File: config.mk
export PLATFORM = sky130hd
export DESIGN_NAME = autoneg_supervisor
export DESIGN_NICKNAME = d
export VERILOG_FILES = /design/src/rtl/autoneg_pkg.sv /design/src/rtl/autoneg_ctrl.sv /design/src/rtl/autoneg_datapath.sv /design/src/rtl/autoneg_supervisor.sv
export SDC_FILE = /design/constraint.sdc
export NUM_CORES = 1
export LEC_CHECK = 0
export BUFFER_PORTS_ARGS = -buffer_cell sky130_fd_sc_hd__buf_4
export CORE_MARGIN = 3
export CORE_UTILIZATION = 40
export DETAILED_ROUTE_END_ITERATION = 6
export REMOVE_ABC_BUFFERS = 1
export SLEW_MARGIN = 10
export SYNTH_ARGS = -nofsm -noshare
export SYNTH_HDL_FRONTEND = slang
export SYNTH_SLANG_ARGS = --single-unit
File: constraint.sdc
create_clock -name clk -period 2.4 [get_ports clk]
set_input_delay 0.24 -clock clk [delete_from_list [all_inputs] [get_ports clk]]
set_output_delay 0.24 -clock clk [all_outputs]
set_load 0.01 [all_outputs]
File: src/rtl/autoneg_pkg.sv
package autoneg_pkg;

  typedef enum logic [1:0] {
    ST_OFF   = 2'd0,
    ST_QUIET = 2'd1,
    ST_RUN   = 2'd2,
    ST_DONE  = 2'd3
  } negState_t;

  // strobes from the sequencer to the datapath
  typedef struct packed {
    logic quietStart;     // begin a new break-link window
    logic holdLinkFail;   // window in progress
    logic latchResult;    // capture engine outcome
    logic clearAck;       // negotiation switched off
    logic useNegotiated;  // outputs follow captured outcome
  } ctlStrobe_t;

  localparam logic [1:0] LED_SEL_LINK = 2'b01;

endpackage

File: src/rtl/autoneg_ctrl.sv
module autoneg_ctrl
  import autoneg_pkg::*;
(
  input  logic       clk,
  input  logic       rst_n,
  input  logic       negEnable,
  input  logic       restartReq,
  input  logic       quietDone,
  input  logic       engineDone,
  output ctlStrobe_t strobe,
  output negState_t  state
);

  negState_t nextState;
  logic      enPrev;
  logic      enRise;

  assign enRise = negEnable && !enPrev;

  always_comb begin
    nextState = state;
    strobe    = '0;
    if (!negEnable) begin
      nextState       = ST_OFF;
      strobe.clearAck = 1'b1;
    end else if (enRise || restartReq) begin
      nextState         = ST_QUIET;
      strobe.quietStart = 1'b1;
    end else begin
      case (state)
        ST_QUIET: if (quietDone) nextState = ST_RUN;
        ST_RUN: if (engineDone) begin
          nextState          = ST_DONE;
          strobe.latchResult = 1'b1;
        end
        default: ;
      endcase
    end
    strobe.holdLinkFail  = (state == ST_QUIET);
    strobe.useNegotiated = (state == ST_DONE);
  end

  always_ff @(posedge clk or negedge rst_n) begin
    if (!rst_n) begin
      state  <= ST_OFF;
      enPrev <= 1'b0;
    end else begin
      state  <= nextState;
      enPrev <= negEnable;
    end
  end

  p_disable_goes_off_r1: assert property (@(posedge clk) disable iff (!rst_n)
    !negEnable |=> state == ST_OFF);

  p_run_holds_r4: assert property (@(posedge clk) disable iff (!rst_n)
    (state == ST_RUN && negEnable && !restartReq && !engineDone) |=> state == ST_RUN);

  p_restart_requeues_r5: assert property (@(posedge clk) disable iff (!rst_n)
    (negEnable && restartReq) |=> state == ST_QUIET);

endmodule

File: src/rtl/autoneg_datapath.sv
module autoneg_datapath
  import autoneg_pkg::*;
#(
  parameter int QUIET_CYC = 5400,
  parameter int LED_COUNT = 2
) (
  input  logic                   clk,
  input  logic                   rst_n,
  input  ctlStrobe_t             strobe,
  input  logic                   cfgSpeed100,
  input  logic                   cfgFullDuplex,
  input  logic                   engSpeed100,
  input  logic                   engFullDuplex,
  input  logic                   rxLinkDetect,
  input  logic                   restartWrite,
  input  logic [2*LED_COUNT-1:0] ledSel,
  output logic                   quietDone,
  output logic                   negAck,
  output logic                   speed100,
  output logic                   fullDuplex,
  output logic                   linkUp,
  output logic                   restartBitRead,
  output logic [LED_COUNT-1:0]   ledN
);

  localparam int CW = $clog2(QUIET_CYC + 1);
  localparam logic [CW-1:0] LAST_CNT = CW'(QUIET_CYC - 1);

  logic [CW-1:0] quietCnt;
  logic          ackQ;
  logic          negSpeedQ;
  logic          negDuplexQ;
  logic          linkPassQ;

  assign quietDone = strobe.holdLinkFail && (quietCnt == LAST_CNT);

  always_ff @(posedge clk or negedge rst_n) begin
    if (!rst_n) begin
      quietCnt       <= '0;
      ackQ           <= 1'b0;
      negSpeedQ      <= 1'b0;
      negDuplexQ     <= 1'b0;
      linkPassQ      <= 1'b0;
      restartBitRead <= 1'b0;
    end else begin
      restartBitRead <= restartWrite;
      if (strobe.quietStart)        quietCnt <= '0;
      else if (strobe.holdLinkFail) quietCnt <= quietCnt + 1'b1;

      if (strobe.quietStart || strobe.clearAck) ackQ <= 1'b0;
      else if (strobe.latchResult)              ackQ <= 1'b1;

      if (strobe.latchResult) begin
        negSpeedQ  <= engSpeed100;
        negDuplexQ <= engFullDuplex;
      end

      if (strobe.quietStart || (strobe.holdLinkFail && !quietDone)) linkPassQ <= 1'b0;
      else                                                          linkPassQ <= rxLinkDetect;
    end
  end

  assign negAck     = ackQ;
  assign linkUp     = linkPassQ;
  assign speed100   = strobe.useNegotiated ? negSpeedQ  : cfgSpeed100;
  assign fullDuplex = strobe.useNegotiated ? negDuplexQ : cfgFullDuplex;

  for (genvar g = 0; g < LED_COUNT; g++) begin : g_led
    logic [1:0] selCode;
    assign selCode = ledSel[2*g +: 2];
    assign ledN[g] = (selCode == LED_SEL_LINK) ? !linkPassQ : 1'b1;

    p_led_unselected_high_r9: assert property (@(posedge clk) disable iff (!rst_n)
      (selCode != LED_SEL_LINK) |-> ledN[g]);
  end

  p_ack_needs_done_r6: assert property (@(posedge clk) disable iff (!rst_n)
    $rose(ackQ) |-> $past(strobe.latchResult));

  p_restart_selfclear_r10: assert property (@(posedge clk) disable iff (!rst_n)
    (restartBitRead && !restartWrite) |=> !restartBitRead);

  p_quiet_count_bounded_r2: assert property (@(posedge clk) disable iff (!rst_n)
    strobe.holdLinkFail |-> quietCnt <= LAST_CNT);

endmodule

File: src/rtl/autoneg_supervisor.sv
module autoneg_supervisor
  import autoneg_pkg::*;
#(
  parameter int TICKS_PER_MS = 4,
  parameter int QUIET_MS     = 1350,
  parameter int LED_COUNT    = 2
) (
  input  logic                   clk,
  input  logic                   rst_n,
  input  logic                   cfgNegEnable,
  input  logic                   negEnablePin,
  input  logic                   restartWrite,
  input  logic                   cfgSpeed100,
  input  logic                   cfgFullDuplex,
  input  logic                   rxLinkDetect,
  input  logic [2*LED_COUNT-1:0] ledSel,
  input  logic                   engineDone,
  input  logic                   engineSpeed100,
  input  logic                   engineFullDuplex,
  output logic                   engineRun,
  output logic                   txQuiet,
  output logic                   negAck,
  output logic                   restartBitRead,
  output logic                   speed100,
  output logic                   fullDuplex,
  output logic                   linkUp,
  output logic                   linkFail,
  output logic [LED_COUNT-1:0]   ledN
);

  localparam int QUIET_CYC = QUIET_MS * TICKS_PER_MS;

  ctlStrobe_t strobe;
  negState_t  state;
  logic       negEnable;
  logic       quietDone;

  assign negEnable = cfgNegEnable || negEnablePin;

  autoneg_ctrl u_ctrl (
    .clk        (clk),
    .rst_n      (rst_n),
    .negEnable  (negEnable),
    .restartReq (restartWrite),
    .quietDone  (quietDone),
    .engineDone (engineDone),
    .strobe     (strobe),
    .state      (state)
  );

  autoneg_datapath #(.QUIET_CYC(QUIET_CYC), .LED_COUNT(LED_COUNT)) u_dp (
    .clk            (clk),
    .rst_n          (rst_n),
    .strobe         (strobe),
    .cfgSpeed100    (cfgSpeed100),
    .cfgFullDuplex  (cfgFullDuplex),
    .engSpeed100    (engineSpeed100),
    .engFullDuplex  (engineFullDuplex),
    .rxLinkDetect   (rxLinkDetect),
    .restartWrite   (restartWrite),
    .ledSel         (ledSel),
    .quietDone      (quietDone),
    .negAck         (negAck),
    .speed100       (speed100),
    .fullDuplex     (fullDuplex),
    .linkUp         (linkUp),
    .restartBitRead (restartBitRead),
    .ledN           (ledN)
  );

  assign txQuiet   = (state == ST_QUIET);
  assign engineRun = (state == ST_RUN);
  assign linkFail  = !linkUp;

  p_quiet_forces_fail_r3: assert property (@(posedge clk) disable iff (!rst_n)
    txQuiet |-> (linkFail && !linkUp));

  p_run_after_quiet_r4: assert property (@(posedge clk) disable iff (!rst_n)
    $fell(txQuiet) && negEnable && !$past(restartWrite) |-> engineRun);

  p_ack_with_fallback_r7: assert property (@(posedge clk) disable iff (!rst_n)
    !negAck |-> (speed100 == cfgSpeed100 && fullDuplex == cfgFullDuplex));

endmodule

# Word-level counts from Yosys, hierarchy flattened
# Index checks and enable logic that the tools add are counted.
# classes
n_addsub	1
eq_ne	9
mux	21
reduce_logical	13
# op_table
operator	count
$mux W13	2
$mux W1	14
$add A13 B1 Y13 const B	1
$eq A13 B13 Y1 const B	1
$mux W2	4
$ne A4 B4 Y1 const B	2
$eq A2 B1 Y1 const B	3
$eq A2 B2 Y1 const B	2
$logic_or A1 B1 Y1	4
$ne A4 B3 Y1 const B	1
$pmux W2 S2	1
$reduce_bool A2 Y1	2
$logic_and A1 B1 Y1	3
$logic_not A1 Y1	3
$reduce_and A3 Y1	1
# totals
ff_bits	21
elab_cells	52

# Logic depth before layout (Yosys ltp)
# logic_depth
word_depth	7
depth_mapped	7

# By module
# Synthesis repeated with hierarchy kept, for this count alone.
# hier_totals
hier_cells	109
area_unflattened_um2	1144.8
# modules_own_cells
module	n_inst	cells_each	area_per_inst_um2	seq_area_each_um2
autoneg_datapath	1	89	964.7	450.4
autoneg_ctrl	1	16	155.1	75.1
autoneg_supervisor	1	4	25.0	0.0

# Worst setup path before layout
# No wires, ideal clock.
# synth_path
kind	register -> register
from	reg u_dp.quietCnt[0]
to	reg u_ctrl.state[0]
setup_ns	0.099
arrival_time_ns	1.709
setup_slack_ns	0.591
stages_incl_launch_ff	6
path_buffers	0
cell_sequence	dfrtp_1 > ha_1 > or4bb_1 > o41ai_4 > a211oi_1 > a311oi_1
# synth_between
elab_chain_len	4
# synth_lines
element	line_no	rtl
from (decl)	autoneg_datapath.sv:29	logic [CW-1:0] quietCnt;
from (signal assigned)	autoneg_datapath.sv:48	else if (strobe.holdLinkFail) quietCnt <= quietCnt + 1'b1;
$eq A13 B13 Y1	autoneg_datapath.sv:35	assign quietDone = strobe.holdLinkFail && (quietCnt == LAST_CNT);
$logic_and A1 B1 Y1	autoneg_datapath.sv:35	
$ne A4 B3 Y1 (no line)	n/a	
$reduce_and A3 Y1 (no line)	n/a	
to (signal assigned)	autoneg_ctrl.sv:48	state <= nextState;
to (decl)	autoneg_ctrl.sv:11	output negState_t state
# No other way between the ends.
# A chain may end at the register's enable or synchronous reset.

# Final worst setup path
# Ends and elaborated chain as after synthesis.

==> flow_metrics.env <==
export IMPL_detailed_place_hpwl_microns=1669
export IMPL_synth_compound_area_share_pct=10.82
export IMPL_arrival_ns=2.16
export IMPL_numPortBuffers=24
export IMPL_p_total_uw=769.7
export IMPL_p_comb_share_pct=25.0
export IMPL_synth_ff_type="dfrtp_1"
export IMPL_met3_usage_pct=2.632
export IMPL_antenna_cells=0
export IMPL_synthCells=106
export IMPL_io_pins=25
export IMPL_drv_cap=0
export IMPL_final_core_util_pct=52.85
export IMPL_avgSynthCellArea_sq_um=10.36
export IMPL_die_w_microns=58.41
export IMPL_reg2regPathDepth=5
export IMPL_power_switching_uw=221.5
export IMPL_status="finished clean"
export IMPL_synthMuxAreaShare_pct=5.011
export IMPL_drc_errors=0
export IMPL_yosysTopAreaCell="dfrtp_1"
export IMPL_fp_dieArea_sq_um=3411
export IMPL_ys_ff_latch=21
export IMPL_required_ns=2.61
export IMPL_synth_area_sq_um=1099
export IMPL_hold_class="primary input to flop"
export IMPL_skew_ns=0.004691
export IMPL_synth_cell_types=34
export IMPL_max_slew_margin_rel_pct=72.70
export IMPL_grt_total_usage_pct=14.65
export IMPL_max_freq_mhz=511.5
export IMPL_clk_pin_slew_ns=0.11
export IMPL_leakage_nw=0.6099
export IMPL_grt_max_degree=22
export IMPL_synth_top_family_by_area="simple AND/OR/NAND/NOR gates"
export IMPL_r2r_start="u_dp.quietCnt[0]$_DFFE_PN0P_"
export IMPL_min_delay_path_depth=1
export IMPL_cts_made_buffers=3
export IMPL_start_kind="flop"
export IMPL_synth_edf_count=0
export IMPL_critPathMaxFanout=5
export IMPL_vias=876
export IMPL_worstSetupPathType="flop to flop"
export IMPL_synth_xor_area_share_pct=6.378
export IMPL_ys_seq_area_share_pct=47.84
export IMPL_whs_endpoint="u_dp.restartBitRead$_DFF_PN0_"
export IMPL_final_common_cell="buf_4"
export IMPL_final_setup_tns_ns=0
export IMPL_timing_final_crit_share_pct=81.46
export IMPL_place_congestion=0.7936
export IMPL_max_vdd_ir_drop_v=0.0003090
export IMPL_yosysWarnings=0
export IMPL_fin_crit_ns=1.955
export IMPL_core_sq_um=2545
export IMPL_overflow=0
export IMPL_clk_latency_ns=0.29
export IMPL_row_count=18
export IMPL_start_util_pct=43.17
export IMPL_grt_pass1_wl_microns=3939
export IMPL_reg2reg_to="u_ctrl.state[0]$_DFFE_PN0P_"
export IMPL_cts_sinks=21
export IMPL_drt_wirelength_per_cell_microns=13.46
export IMPL_synth_simple_area_share_pct=22.32
export IMPL_hold_violations=0
export IMPL_grt_pass1_vias=919
export IMPL_syn2layout_area_growth_pct=22.44
export IMPL_cts_max_level=1
export IMPL_grtUsageMet2_pct=26.48
export IMPL_hp_start="restartWrite"
export IMPL_async_flop_share_pct=100.0
export IMPL_cts_tree="built"
export IMPL_reg2reg_slack_ns=0.44
export IMPL_power_density_nw_per_um2=572.3
export IMPL_netSwitchingFraction_pct=28.78
export IMPL_drt_wl_total_microns=2207
export IMPL_ant_nets=0
export IMPL_clock_path_buffers=2
export IMPL_drive_above_1_share_pct=28.36
export IMPL_hold_ws_ns=0.06385
export IMPL_drt_iter0_markers=12
export IMPL_ys_top_cells_by_area="dfrtp_1 48%, xor2_1 4.8%, ha_1 4.6%"
export IMPL_yosysTopAreaCellShare_pct=47.84
export IMPL_grt_busiest_layer="met2"
export IMPL_p_clk_share_pct=21.2
export IMPL_die_h_microns=58.41
export IMPL_drt_first_pass_iters=4
export IMPL_final_cell_mix="25 x buf_4, 21 x dfrtp_1, 13 x nor2_1"
export IMPL_worst_setup_path_end_kind="flop"
export IMPL_met1_usage_pct=17.31
export IMPL_clockRootBuffer="clkbuf_4"
export IMPL_tightest_slew_ns=0.4094
export IMPL_synthAdderAreaFrac_pct=4.556
export IMPL_power_frac_seq_pct=53.8
export IMPL_setup_viol=0
export IMPL_p_int_uw=548.2
export IMPL_rsz0062_at_grt="false"
export IMPL_layout_nets=154
export IMPL_antenna_found_initial=0
export IMPL_vias_per_cell=5.341
export IMPL_maxSlewViolCount=0
## area by class of cell
cell class	count	area, sq um
flip-flops and latches	21	525.5
multi-input cells	78	539.3
inverters	5	18.77
fillers	240	1200
clock buffers	4	26.28
well taps	30	37.54
repair buffers	26	197.7
## state kept, by name, summed over array words and instances, names as in the netlist
name                 cells
u_dp.quietCnt           13
u_ctrl.enPrev            1
u_dp.linkUp              1
u_dp.negSpeedQ           1
u_dp.negAck              1
u_dp.negDuplexQ          1
u_ctrl.state             2
u_dp.restartBitRead      1
## per-stage QoR
step	cell area (sq um)	setup WS, ns	std cells
after floorplan	1084	0.5913	104
after global routing	1345	0.3547	164
after detailed placement	1309	0.4602	159
final	1345	0.4450	164
after CTS	1345	0.4328	164
after global placement	1309	0.5381	159
## power groups by stage
| stage | Clock [mW] | Combinational, mW | Sequential (mW) |
|---|---|---|---|
| after global placement | 0 | 0.191 | 0.417 |
| final | 0.163 | 0.193 | 0.414 |
| after detailed placement | 0 | 0.195 | 0.422 |
| after CTS | 0.174 | 0.198 | 0.415 |
| after global routing | 0.188 | 0.218 | 0.418 |
| after floorplan | 0 | 0.124 | 0.414 |
## worst max path at each step
stage | end | startpoint
after floorplan | u_ctrl.state[0]$_DFFE_PN0P_ | u_dp.quietCnt[0]$_DFFE_PN0P_
after global placement | u_ctrl.state[0]$_DFFE_PN0P_ | u_dp.quietCnt[0]$_DFFE_PN0P_
after detailed placement | u_ctrl.state[0]$_DFFE_PN0P_ | u_dp.quietCnt[0]$_DFFE_PN0P_
after CTS | u_ctrl.state[0]$_DFFE_PN0P_ | u_dp.quietCnt[0]$_DFFE_PN0P_
after global routing | u_ctrl.state[0]$_DFFE_PN0P_ | u_dp.quietCnt[0]$_DFFE_PN0P_
final | u_ctrl.state[0]$_DFFE_PN0P_ | u_dp.quietCnt[0]$_DFFE_PN0P_
## synthesized netlist by cell type, types with 3 or more instances
cell,n
a21oi_1,7
and3_1,3
dfrtp_1,21
ha_1,4
inv_1,5
mux2_2,4
nand2_1,7
nand3_1,3
nand4_1,5
nor2_1,13
xor2_1,6
## what timing repair did
item,CTS,global route
setup buffers,0,0
gates resized for setup,0,0
hold endpoints to repair,21,0
hold buffers,1,0
## metal layers
metal | vias up | part of all wire, %
met1 | 425 | 42
met5 | - | 0
met4 | 0 | 0.54
li1 | 431 | -
met3 | 2 | 6.6
met2 | 18 | 51
## kinds of logic (layout without fill, tap and decap cells)
kind of cell | count (synthesis) | in the layout
mux | 5 | 5
buf+inv | 7 | 35
fa+ha+maj | 4 | 4
compound gates | 16 | 16
flops | 21 | 21
xor+xnor | 8 | 8
simple gates | 45 | 45
## critical path, stage by stage, from the launching register on
cell      delay (ns)
dfrtp_1         0.43
ha_1            0.24
or4bb_1         0.57
o41ai_4         0.28
a211oi_1        0.12
a311oi_1        0.24
(Power assumes the default switching activity.)
